==> src/rtl/sympwm_pkg.sv <==
package sympwm_pkg;
   typedef enum logic {
      PWM_EDGE = 1'b0,
      PWM_SYM  = 1'b1
   } pwm_mode_e;
endpackage

==> src/rtl/sympwm_timebase.sv <==
module sympwm_timebase
   import sympwm_pkg::*;
#(
   parameter int CNT_W = 8
) (
   input  logic             clk_i,
   input  logic             rst_ni,
   input  pwm_mode_e        mode_i,
   output logic [CNT_W-1:0] cnt_o,
   output logic             dwn_o,
   output logic             bottom_o,
   output logic             wrap_o
);
   logic [CNT_W-1:0] cnt_q, cnt_d;
   logic             dwn_q, dwn_d;
   logic             top_hit, zero_hit;

   assign top_hit  = (cnt_q == {CNT_W{1'b1}});
   assign zero_hit = (cnt_q == '0);
   assign wrap_o   = dwn_q && ((mode_i == PWM_SYM) ? zero_hit : top_hit);
   assign bottom_o = !dwn_q && zero_hit;

   always_comb begin
      cnt_d = cnt_q;
      dwn_d = dwn_q;
      if (wrap_o) begin
         cnt_d = '0;
         dwn_d = 1'b0;
      end else if (!dwn_q) begin
         if (top_hit) begin
            dwn_d = 1'b1;
            if (mode_i == PWM_EDGE) cnt_d = '0;
         end else begin
            cnt_d = cnt_q + 1'b1;
         end
      end else if (mode_i == PWM_SYM) begin
         cnt_d = cnt_q - 1'b1;
      end else begin
         cnt_d = cnt_q + 1'b1;
      end
   end

   always_ff @(posedge clk_i or negedge rst_ni) begin
      if (!rst_ni) begin
         cnt_q <= '0;
         dwn_q <= 1'b0;
      end else begin
         cnt_q <= cnt_d;
         dwn_q <= dwn_d;
      end
   end

   assign cnt_o = cnt_q;
   assign dwn_o = dwn_q;

   // the period ends by returning to the bottom position
   assert_wrap_to_bottom_R1: assert property (@(posedge clk_i) disable iff (!rst_ni)
      wrap_o |=> bottom_o);
   // bottom is a single cycle per period
   assert_bottom_single_R1: assert property (@(posedge clk_i) disable iff (!rst_ni)
      bottom_o |=> !bottom_o);
endmodule

==> src/rtl/sympwm_smpbuf.sv <==
module sympwm_smpbuf
   import sympwm_pkg::*;
#(
   parameter int CNT_W = 8,
   localparam int SMP_W = CNT_W + 2
) (
   input  logic             clk_i,
   input  logic             rst_ni,
   input  logic [SMP_W-1:0] smp_i,
   input  logic             vld_i,
   input  pwm_mode_e        mode_i,
   input  logic             wrap_i,
   output logic [SMP_W-1:0] lvl_o,
   output pwm_mode_e        mode_o
);
   localparam logic [SMP_W-1:0] FULL = SMP_W'(2 ** (CNT_W + 1));

   logic [SMP_W-1:0] sat, pend_q, act_q;
   pwm_mode_e        mode_q;

   assign sat = (smp_i > FULL) ? FULL : smp_i;

   always_ff @(posedge clk_i or negedge rst_ni) begin
      if (!rst_ni) begin
         pend_q <= '0;
         act_q  <= '0;
         mode_q <= PWM_EDGE;
      end else begin
         if (vld_i) pend_q <= sat;
         if (wrap_i) begin
            act_q  <= vld_i ? sat : pend_q;
            mode_q <= mode_i;
         end
      end
   end

   assign lvl_o  = act_q;
   assign mode_o = mode_q;

   // the active level changes only across a period wrap
   assert_lvl_hold_R5: assert property (@(posedge clk_i) disable iff (!rst_ni)
      !$past(wrap_i) |-> $stable(act_q));
   // the active mode changes only across a period wrap
   assert_mode_hold_R7: assert property (@(posedge clk_i) disable iff (!rst_ni)
      !$past(wrap_i) |-> $stable(mode_q));
   // the active level never exceeds full scale
   assert_lvl_sat_R4: assert property (@(posedge clk_i) disable iff (!rst_ni)
      act_q <= FULL);
endmodule

==> src/rtl/sympwm_cmp.sv <==
module sympwm_cmp
   import sympwm_pkg::*;
#(
   parameter int CNT_W  = 8,
   parameter bit SYM_EN = 1'b1,
   localparam int SMP_W = CNT_W + 2
) (
   input  logic             clk_i,
   input  logic             rst_ni,
   input  logic [CNT_W-1:0] cnt_i,
   input  logic             dwn_i,
   input  logic             bottom_i,
   input  logic [SMP_W-1:0] lvl_i,
   input  pwm_mode_e        mode_i,
   output logic             pwm_o
);
   localparam logic [SMP_W-1:0] FULL = SMP_W'(2 ** (CNT_W + 1));

   logic [SMP_W-1:0] thr;
   logic             edge_hi;

   assign thr     = FULL - lvl_i;
   assign edge_hi = {1'b0, dwn_i, cnt_i} >= thr;

   if (SYM_EN) begin : g_sym
      logic [SMP_W-1:0] thr_up, thr_dn;
      logic             sym_hi;
      assign thr_up = (thr + 1'b1) >> 1;
      assign thr_dn = thr >> 1;
      assign sym_hi = dwn_i ? ({2'b00, cnt_i} >= thr_dn)
                            : ({2'b00, cnt_i} >= thr_up);
      assign pwm_o  = (mode_i == PWM_SYM) ? sym_hi : edge_hi;

      // the symmetric pulse is centred, low at the bottom unless full scale
      assert_sym_bottom_low_R3: assert property (@(posedge clk_i) disable iff (!rst_ni)
         (mode_i == PWM_SYM && bottom_i && lvl_i != FULL) |-> !pwm_o);
      // the symmetric pulse covers the turnaround for any non-zero level
      assert_sym_peak_hi_R3: assert property (@(posedge clk_i) disable iff (!rst_ni)
         (mode_i == PWM_SYM && dwn_i && cnt_i == {CNT_W{1'b1}} && lvl_i != '0) |-> pwm_o);
   end else begin : g_edge_only
      assign pwm_o = edge_hi;
   end

   // level zero gives constant low
   assert_zero_low_R4: assert property (@(posedge clk_i) disable iff (!rst_ni)
      (lvl_i == '0) |-> !pwm_o);
   // full scale gives constant high
   assert_full_high_R4: assert property (@(posedge clk_i) disable iff (!rst_ni)
      (lvl_i == FULL) |-> pwm_o);
endmodule

==> src/rtl/sympwm_dac.sv <==
module sympwm_dac
   import sympwm_pkg::*;
#(
   parameter int CNT_W  = 8,
   parameter bit SYM_EN = 1'b1,
   localparam int SMP_W = CNT_W + 2
) (
   input  logic             clk_i,
   input  logic             rst_ni,
   input  logic [SMP_W-1:0] smp_i,
   input  logic             smp_vld_i,
   input  logic             mode_i,
   output logic             pwm_o,
   output logic             upd_o
);
   if (CNT_W < 2 || CNT_W > 16) begin : g_bad_width
      $error("sympwm_dac: CNT_W must lie in 2..16");
   end

   logic [CNT_W-1:0] cnt;
   logic             dwn, bottom, wrap;
   logic [SMP_W-1:0] lvl;
   pwm_mode_e        act_mode, eff_mode, req_mode;

   assign req_mode = pwm_mode_e'(mode_i);

   if (SYM_EN) begin : g_mode_sym
      assign eff_mode = act_mode;
   end else begin : g_mode_edge
      assign eff_mode = PWM_EDGE;
   end

   sympwm_timebase #(.CNT_W(CNT_W)) u_tb (
      .clk_i    (clk_i),
      .rst_ni   (rst_ni),
      .mode_i   (eff_mode),
      .cnt_o    (cnt),
      .dwn_o    (dwn),
      .bottom_o (bottom),
      .wrap_o   (wrap)
   );

   sympwm_smpbuf #(.CNT_W(CNT_W)) u_buf (
      .clk_i  (clk_i),
      .rst_ni (rst_ni),
      .smp_i  (smp_i),
      .vld_i  (smp_vld_i),
      .mode_i (req_mode),
      .wrap_i (wrap),
      .lvl_o  (lvl),
      .mode_o (act_mode)
   );

   sympwm_cmp #(.CNT_W(CNT_W), .SYM_EN(SYM_EN)) u_cmp (
      .clk_i    (clk_i),
      .rst_ni   (rst_ni),
      .cnt_i    (cnt),
      .dwn_i    (dwn),
      .bottom_i (bottom),
      .lvl_i    (lvl),
      .mode_i   (eff_mode),
      .pwm_o    (pwm_o)
   );

   assign upd_o = bottom;
endmodule

==> config.mk <==
export PLATFORM = sky130hd
export DESIGN_NAME = sympwm_dac
export DESIGN_NICKNAME = d
export VERILOG_FILES = /design/src/rtl/sympwm_pkg.sv /design/src/rtl/sympwm_timebase.sv /design/src/rtl/sympwm_smpbuf.sv /design/src/rtl/sympwm_cmp.sv /design/src/rtl/sympwm_dac.sv
export SDC_FILE = /design/constraint.sdc
export NUM_CORES = 1
export LEC_CHECK = 0
export ABC_AREA = 1
export BUFFER_PORTS_ARGS = -buffer_cell sky130_fd_sc_hd__clkbuf_2
export CORE_MARGIN = 2
export CORE_UTILIZATION = 55
export DETAILED_ROUTE_END_ITERATION = 8
export HOLD_SLACK_MARGIN = 0.03
export PLACE_DENSITY = 0.73
export SLEW_MARGIN = 20
export SYNTH_ARGS = -nofsm -noshare
export SYNTH_HDL_FRONTEND = slang
export SYNTH_SLANG_ARGS = --single-unit
==> constraint.sdc <==
create_clock -name clk_i -period 4.09 [get_ports clk_i]
set_input_delay 0.2045 -clock clk_i [delete_from_list [all_inputs] [get_ports clk_i]]
set_output_delay 0.2045 -clock clk_i [all_outputs]
set_load 0.005 [all_outputs]
---- Word level (Yosys, flattened, before mapping) ----
Cells that the tools add are included.
storage, ports and cells
  register bits ........................... 30
  input port bits ......................... 14
  output and inout port bits .............. 2
operators by class
  add/subtract/negate cells ............... 4
  $lt $le $gt $ge ......................... 4
  eq/ne operators ......................... 2
  mux-type cells .......................... 13
  reduce and logical (&&, ||, !) cells .... 4
operators with widths
  operator                count
  $mux 8                  5
  $mux 10                 2
  $ge 8x9->1              2
  $add 10x1->10 const B   1
  $ge 9x10->1             1
  $gt 10x10->1 const B    1
  $sub 10x10->10 const A  1
  $add 8x1->8 const B     1
  $eq 8x8->1 const B      1
  $logic_not 8->1         1
  $sub 8x1->8 const B     1
  $mux 1                  6
  $ne 4x3->1 const B      1
  $logic_and 1x1->1       2
  $logic_not 1->1         1

---- Depth between registers and ports, before layout ----
  word-level depth ........................ 5
  gate-level depth with buffers ........... 22
  gate-level depth less buffers ........... 22

---- Modules after synthesis ----
A second synthesis with hierarchy kept.
second synthesis, totals
  cells, all modules ...................... 413
  area, all modules ....................... 2,775.2 µm²
modules (own cells, without submodules)
  module           times used  cells each  area an instance (µm²)  seq. area each (µm²)
  sympwm_cmp       1           179         1,069.8                 0.0
  sympwm_smpbuf    1           115         913.4                   525.5
  sympwm_timebase  1           119         792.0                   225.2

---- Worst setup path before layout ----
OpenSTA, ideal clock, no wires.
  path type ............................... register to output
  from .................................... reg u_buf.act_q[0] (netlist: u_buf.lvl_o[0])
  to ...................................... out pwm_o
  arrival ................................. 2.269 ns
  data required time ...................... 3.885 ns
  setup slack ............................. 1.616 ns
  cell stages (with the launch flop) ...... 21
  buffers on the path ..................... 0
  cells stage by stage .................... dfrtp_1 > inv_1 > ha_1 > nand2_1 > o21ai_0 > nand2_2 > inv_2 > nand2_2 > nor2_4 > xor2_1 > ha_1 > nand2_1 > inv_1 > nand2_1 > nand2_1 > nand2_1 > nand2_1 > nand3_1 > nand2_1 > nand2_1 > inv_1
on the way
  longest elaborated chain between the ends .. 5
  elaborated cells on any way between the ends .. 7
  those cells by class .................... 2 x add/sub; 3 x order compare; 2 x mux
RTL lines
  item                    RTL line             RTL
  start, declared         sympwm_smpbuf.sv:18  logic [SMP_W-1:0] sat, pend_q, act_q;
  start signal, assigned  sympwm_smpbuf.sv:31  act_q <= vld_i ? sat : pend_q;
  $sub 10x10->10 *        sympwm_cmp.sv:22     assign thr = FULL - lvl_i;
  $add 10x1->10           sympwm_cmp.sv:28     assign thr_up = (thr + 1'b1) >> 1;
  $ge 8x9->1              sympwm_cmp.sv:31     : ({2'b00, cnt_i} >= thr_up);
  $mux 1                  sympwm_cmp.sv:30     assign sym_hi = dwn_i ? ({2'b00, cnt_i} >= thr_dn)
  $mux 1 *                sympwm_cmp.sv:32     assign pwm_o = (mode_i == PWM_SYM) ? sym_hi : edge_hi;
  end, declared           sympwm_dac.sv:13     output logic pwm_o,
Every way passes the cells marked *; elsewhere a longest branch is shown, timed or not.

---- Final worst setup path ----
Same ends and word-level chain as after synthesis.

==> results.ini <==
[sta]
max_slew_margin_pct = 51.4
hold_violations = 0
layout_setup_ws_ps = 1000
max_slew.worst_pin.slew_ps = 728
finClkSkew_ps = 4.12
setup_tns_ps = 0
grt_setup_unrepaired = no
period_needed_ps = 3090
clock.fmax_mhz = 324
finalCritPeriodShare_pct = 75.5
final_max_slew_viol_count = 0
finalSetupViolCount = 0

[cts]
cts_resized = 0
insertion_delay_ps = 280
htree_levels = 2
clockRootBuffer = clkbuf_8
clk_pin_slew_ps = 60
clock_path_buffers = 2
cts_tree = yes
cts_made_buffers = 5
cts.sinks = 30

[logic_synthesis]
yosysSeqAreaShare_pct = 29.6
synth.distinct_cells = 36
ys_warn_count = 0
synthAdderAreaFrac_pct = 14.3
synth_top_family_by_area = simple AND/OR/NAND/NOR gates
synth-simple-area-share_pct = 30.2
netlist_instances = 351
synth-xor-area-share_pct = 5.13
ys_ff_latch = 30
syn_area_per_cell_um2 = 7.23
synth_compound_area_share_pct = 10.9
synthMuxAreaShare_pct = 0.395
mappedNetlistArea_mm2 = 0.00254
synth_top_area_cell = dfrtp_1
syn_nets = 394
synth_top_area_share_pct = 29.6
synth_area_leaders = dfrtp_1, nand2_1, ha_1, inv_1, nor2_1

[routing]
drt-total-wl_um = 5090
drc = 0
drt_first_pass_iters = 4
via_per_inst = 5.15
routedWlPerCell_um = 12.1
antenna_left = 0
drtIter0Drc = 86
vias = 2163

[floorplanning]
die_h_um = 71.9
initial_core_util_pct = 57.8
io_pins = 16
dieArea_mm2 = 0.00517
fp.dieW_um = 71.9
fp.coreArea_mm2 = 0.00438
num_rows = 24

[worst_hold_path]
hp-start = mode_i
whs_path_depth = 3
hp-class = primary input to flip-flop
whs_endpoint = u_buf.mode_o

[power_and_ir_drop]
pwr-share-comb_pct = 5.1
pwr-share-clk_pct = 41.7
cellLeakagePower_uw = 0.00143
ir_drop_mv = 0.241
p_sw_uw = 126
switching_share_pct = 21.9
p_seq_share_pct = 53.2
p_per_area_mw_per_mm2 = 213
intPower_uw = 450

[final_layout]
layout_common_cells = nand2_1, inv_1, nor2_1
drive_gt1_share_pct = 12.0
final_common_cell = nand2_1
nets = 410
area_growth_syn_to_layout_pct = 6.86
n_antenna_cell = 0

[critical_path]
r2r_end = u_buf.lvl_o[5]
ff2ff_path_depth = 9
critPathMaxStageDelay_ps = 420
crit_family = simple AND/OR/NAND/NOR gates
start_kind = flip-flop
critPathKind = flip-flop to output port
r2r_slack_ps = 1990
reg2reg_from = u_tb.cnt_o[0]
crit_slowest_cell = dfrtp_1
crit_fanout = 5
end_kind = output port
crit_required_ps = 3890
crit_buf_inv = 5
cpMostUsedCell = nand2_1
crit_arrival_ps = 2880
path_cells = inv_1, ha_1, nand2_1, o21ai_0, nand2_2, inv_2, nand2_2, nor2_4, xor2_1, ha_1, nand2_1, inv_1, nand2_1, nand2_1, nand2_1, nand2_1, nand3_1, nand2_1, nand2_1, inv_1, clkbuf_2

[status]
status = complete, no violations

[placed_design]
dp_hpwl_um = 4120
dpl_worst_slack_ps = 1290
place_congestion = 0.801
port_buffers = 15

[global_routing]
grt_max_degree = 31
grt_pass1_vias = 2012
grt_usage_pct = 21.9
grt_first_pass_wirelength_um = 8930
antenna_found_initial = 0
grt.overflow.total = 0

[run]
cap_violations = 0

==> final cells by class <==
| cell class | instances | area (um^2) |
|---|---|---|
| clock buffers | 7 | 86.3 |
| repair buffers | 16 | 85.1 |
| clock inverters | 1 | 5.00 |
| flip-flops and latches | 30 | 751 |
| multi-input cells | 268 | 1550 |
| well taps | 52 | 65.1 |
| fillers | 424 | 1670 |
| inverters | 46 | 173 |
==> synthesized netlist by cell type (all sizes together) <==
cell,n
o211ai,1
mux2i,1
clkinv,1
nand2,112
ha,29
inv,45
a21boi,1
xnor2,3
buf,4
xor2,11
a21o,1
a21oi,10
nor3,5
nor2,35
o31ai,1
nand3,19
nand4,4
o21ai,28
o21a,1
a31oi,2
dfrtp,30
clkdlybuf4s15,1
or2,2
a22o,2
clkbuf,2
==> metal layers <==
layer  GRT usage, %  part of all wire (%)
met1           29.6                    50
met2           36.1                    46
met3           4.17                   3.5
met4           6.29                   1.1
met5              0                     0
==> metrics by stage <==
| step | power [uW] | hold WS, ps | utilization, % | cells | area (um^2) |
|---|---|---|---|---|---|
| floorplan | 324 | -91.1 | - | 351 | 2540 |
| global placement | 341 | 300 | 59.5 | 411 | 2610 |
| detailed placement | 341 | 302 | 59.5 | 411 | 2610 |
| CTS | 584 | 136 | 61.8 | 420 | 2710 |
| global route | 603 | 161 | 61.8 | 420 | 2710 |
| finish | 577 | 142 | 61.8 | 420 | 2710 |
==> how the worst max path moves through the flow <==
stage               slack [ps]      startpoint  cells past startpoint  endpoint
floorplan                 1620  u_buf.lvl_o[0]                     20     pwm_o
global placement          1400  u_buf.lvl_o[0]                     21     pwm_o
detailed placement        1290  u_buf.lvl_o[0]                     21     pwm_o
CTS                        980  u_buf.lvl_o[0]                     21     pwm_o
global route               750  u_buf.lvl_o[0]                     21     pwm_o
finish                    1000  u_buf.lvl_o[0]                     21     pwm_o
==> worst min-delay path, cell delays in order <==
cell and delay (ps):
clkbuf_2 80, nand2_1 60, o21ai_2 50
==> power groups by stage <==
stage               Combinational, uW  Clock, uW  Sequential, uW
finish                           29.6        240             306
global route                     34.3        261             307
CTS                              30.4        248             306
detailed placement               29.6          0             312
global placement                 28.9          0             312
floorplan                        12.6          0             311
==> cell families (layout without fill, tap and decap cells) <==
| group | Yosys count | in the layout |
|---|---|---|
| AND/OR/NAND/NOR | 177 | 177 |
| AO/OA/AOI/OAI | 47 | 47 |
| flip-flops | 30 | 30 |
| multiplexers | 1 | 1 |
| buffers and inverters | 53 | 70 |
| XOR/XNOR | 14 | 14 |
| adder cells (fa/ha/maj) | 29 | 29 |
==> flip-flops by register name, indices dropped and copies added, names as in the netlist <==
name	cells
u_tb.dwn_o	1
u_tb.cnt_o	8
u_buf.pend_q	10
u_buf.mode_o	1
u_buf.lvl_o	10
==> timing repair <==
action | in CTS | in global routing
hold buffers | 1 | 0
hold endpoints to repair | 30 | 0
setup buffers | 0 | 0
Note: power is estimated with default switching activity, not from simulation.
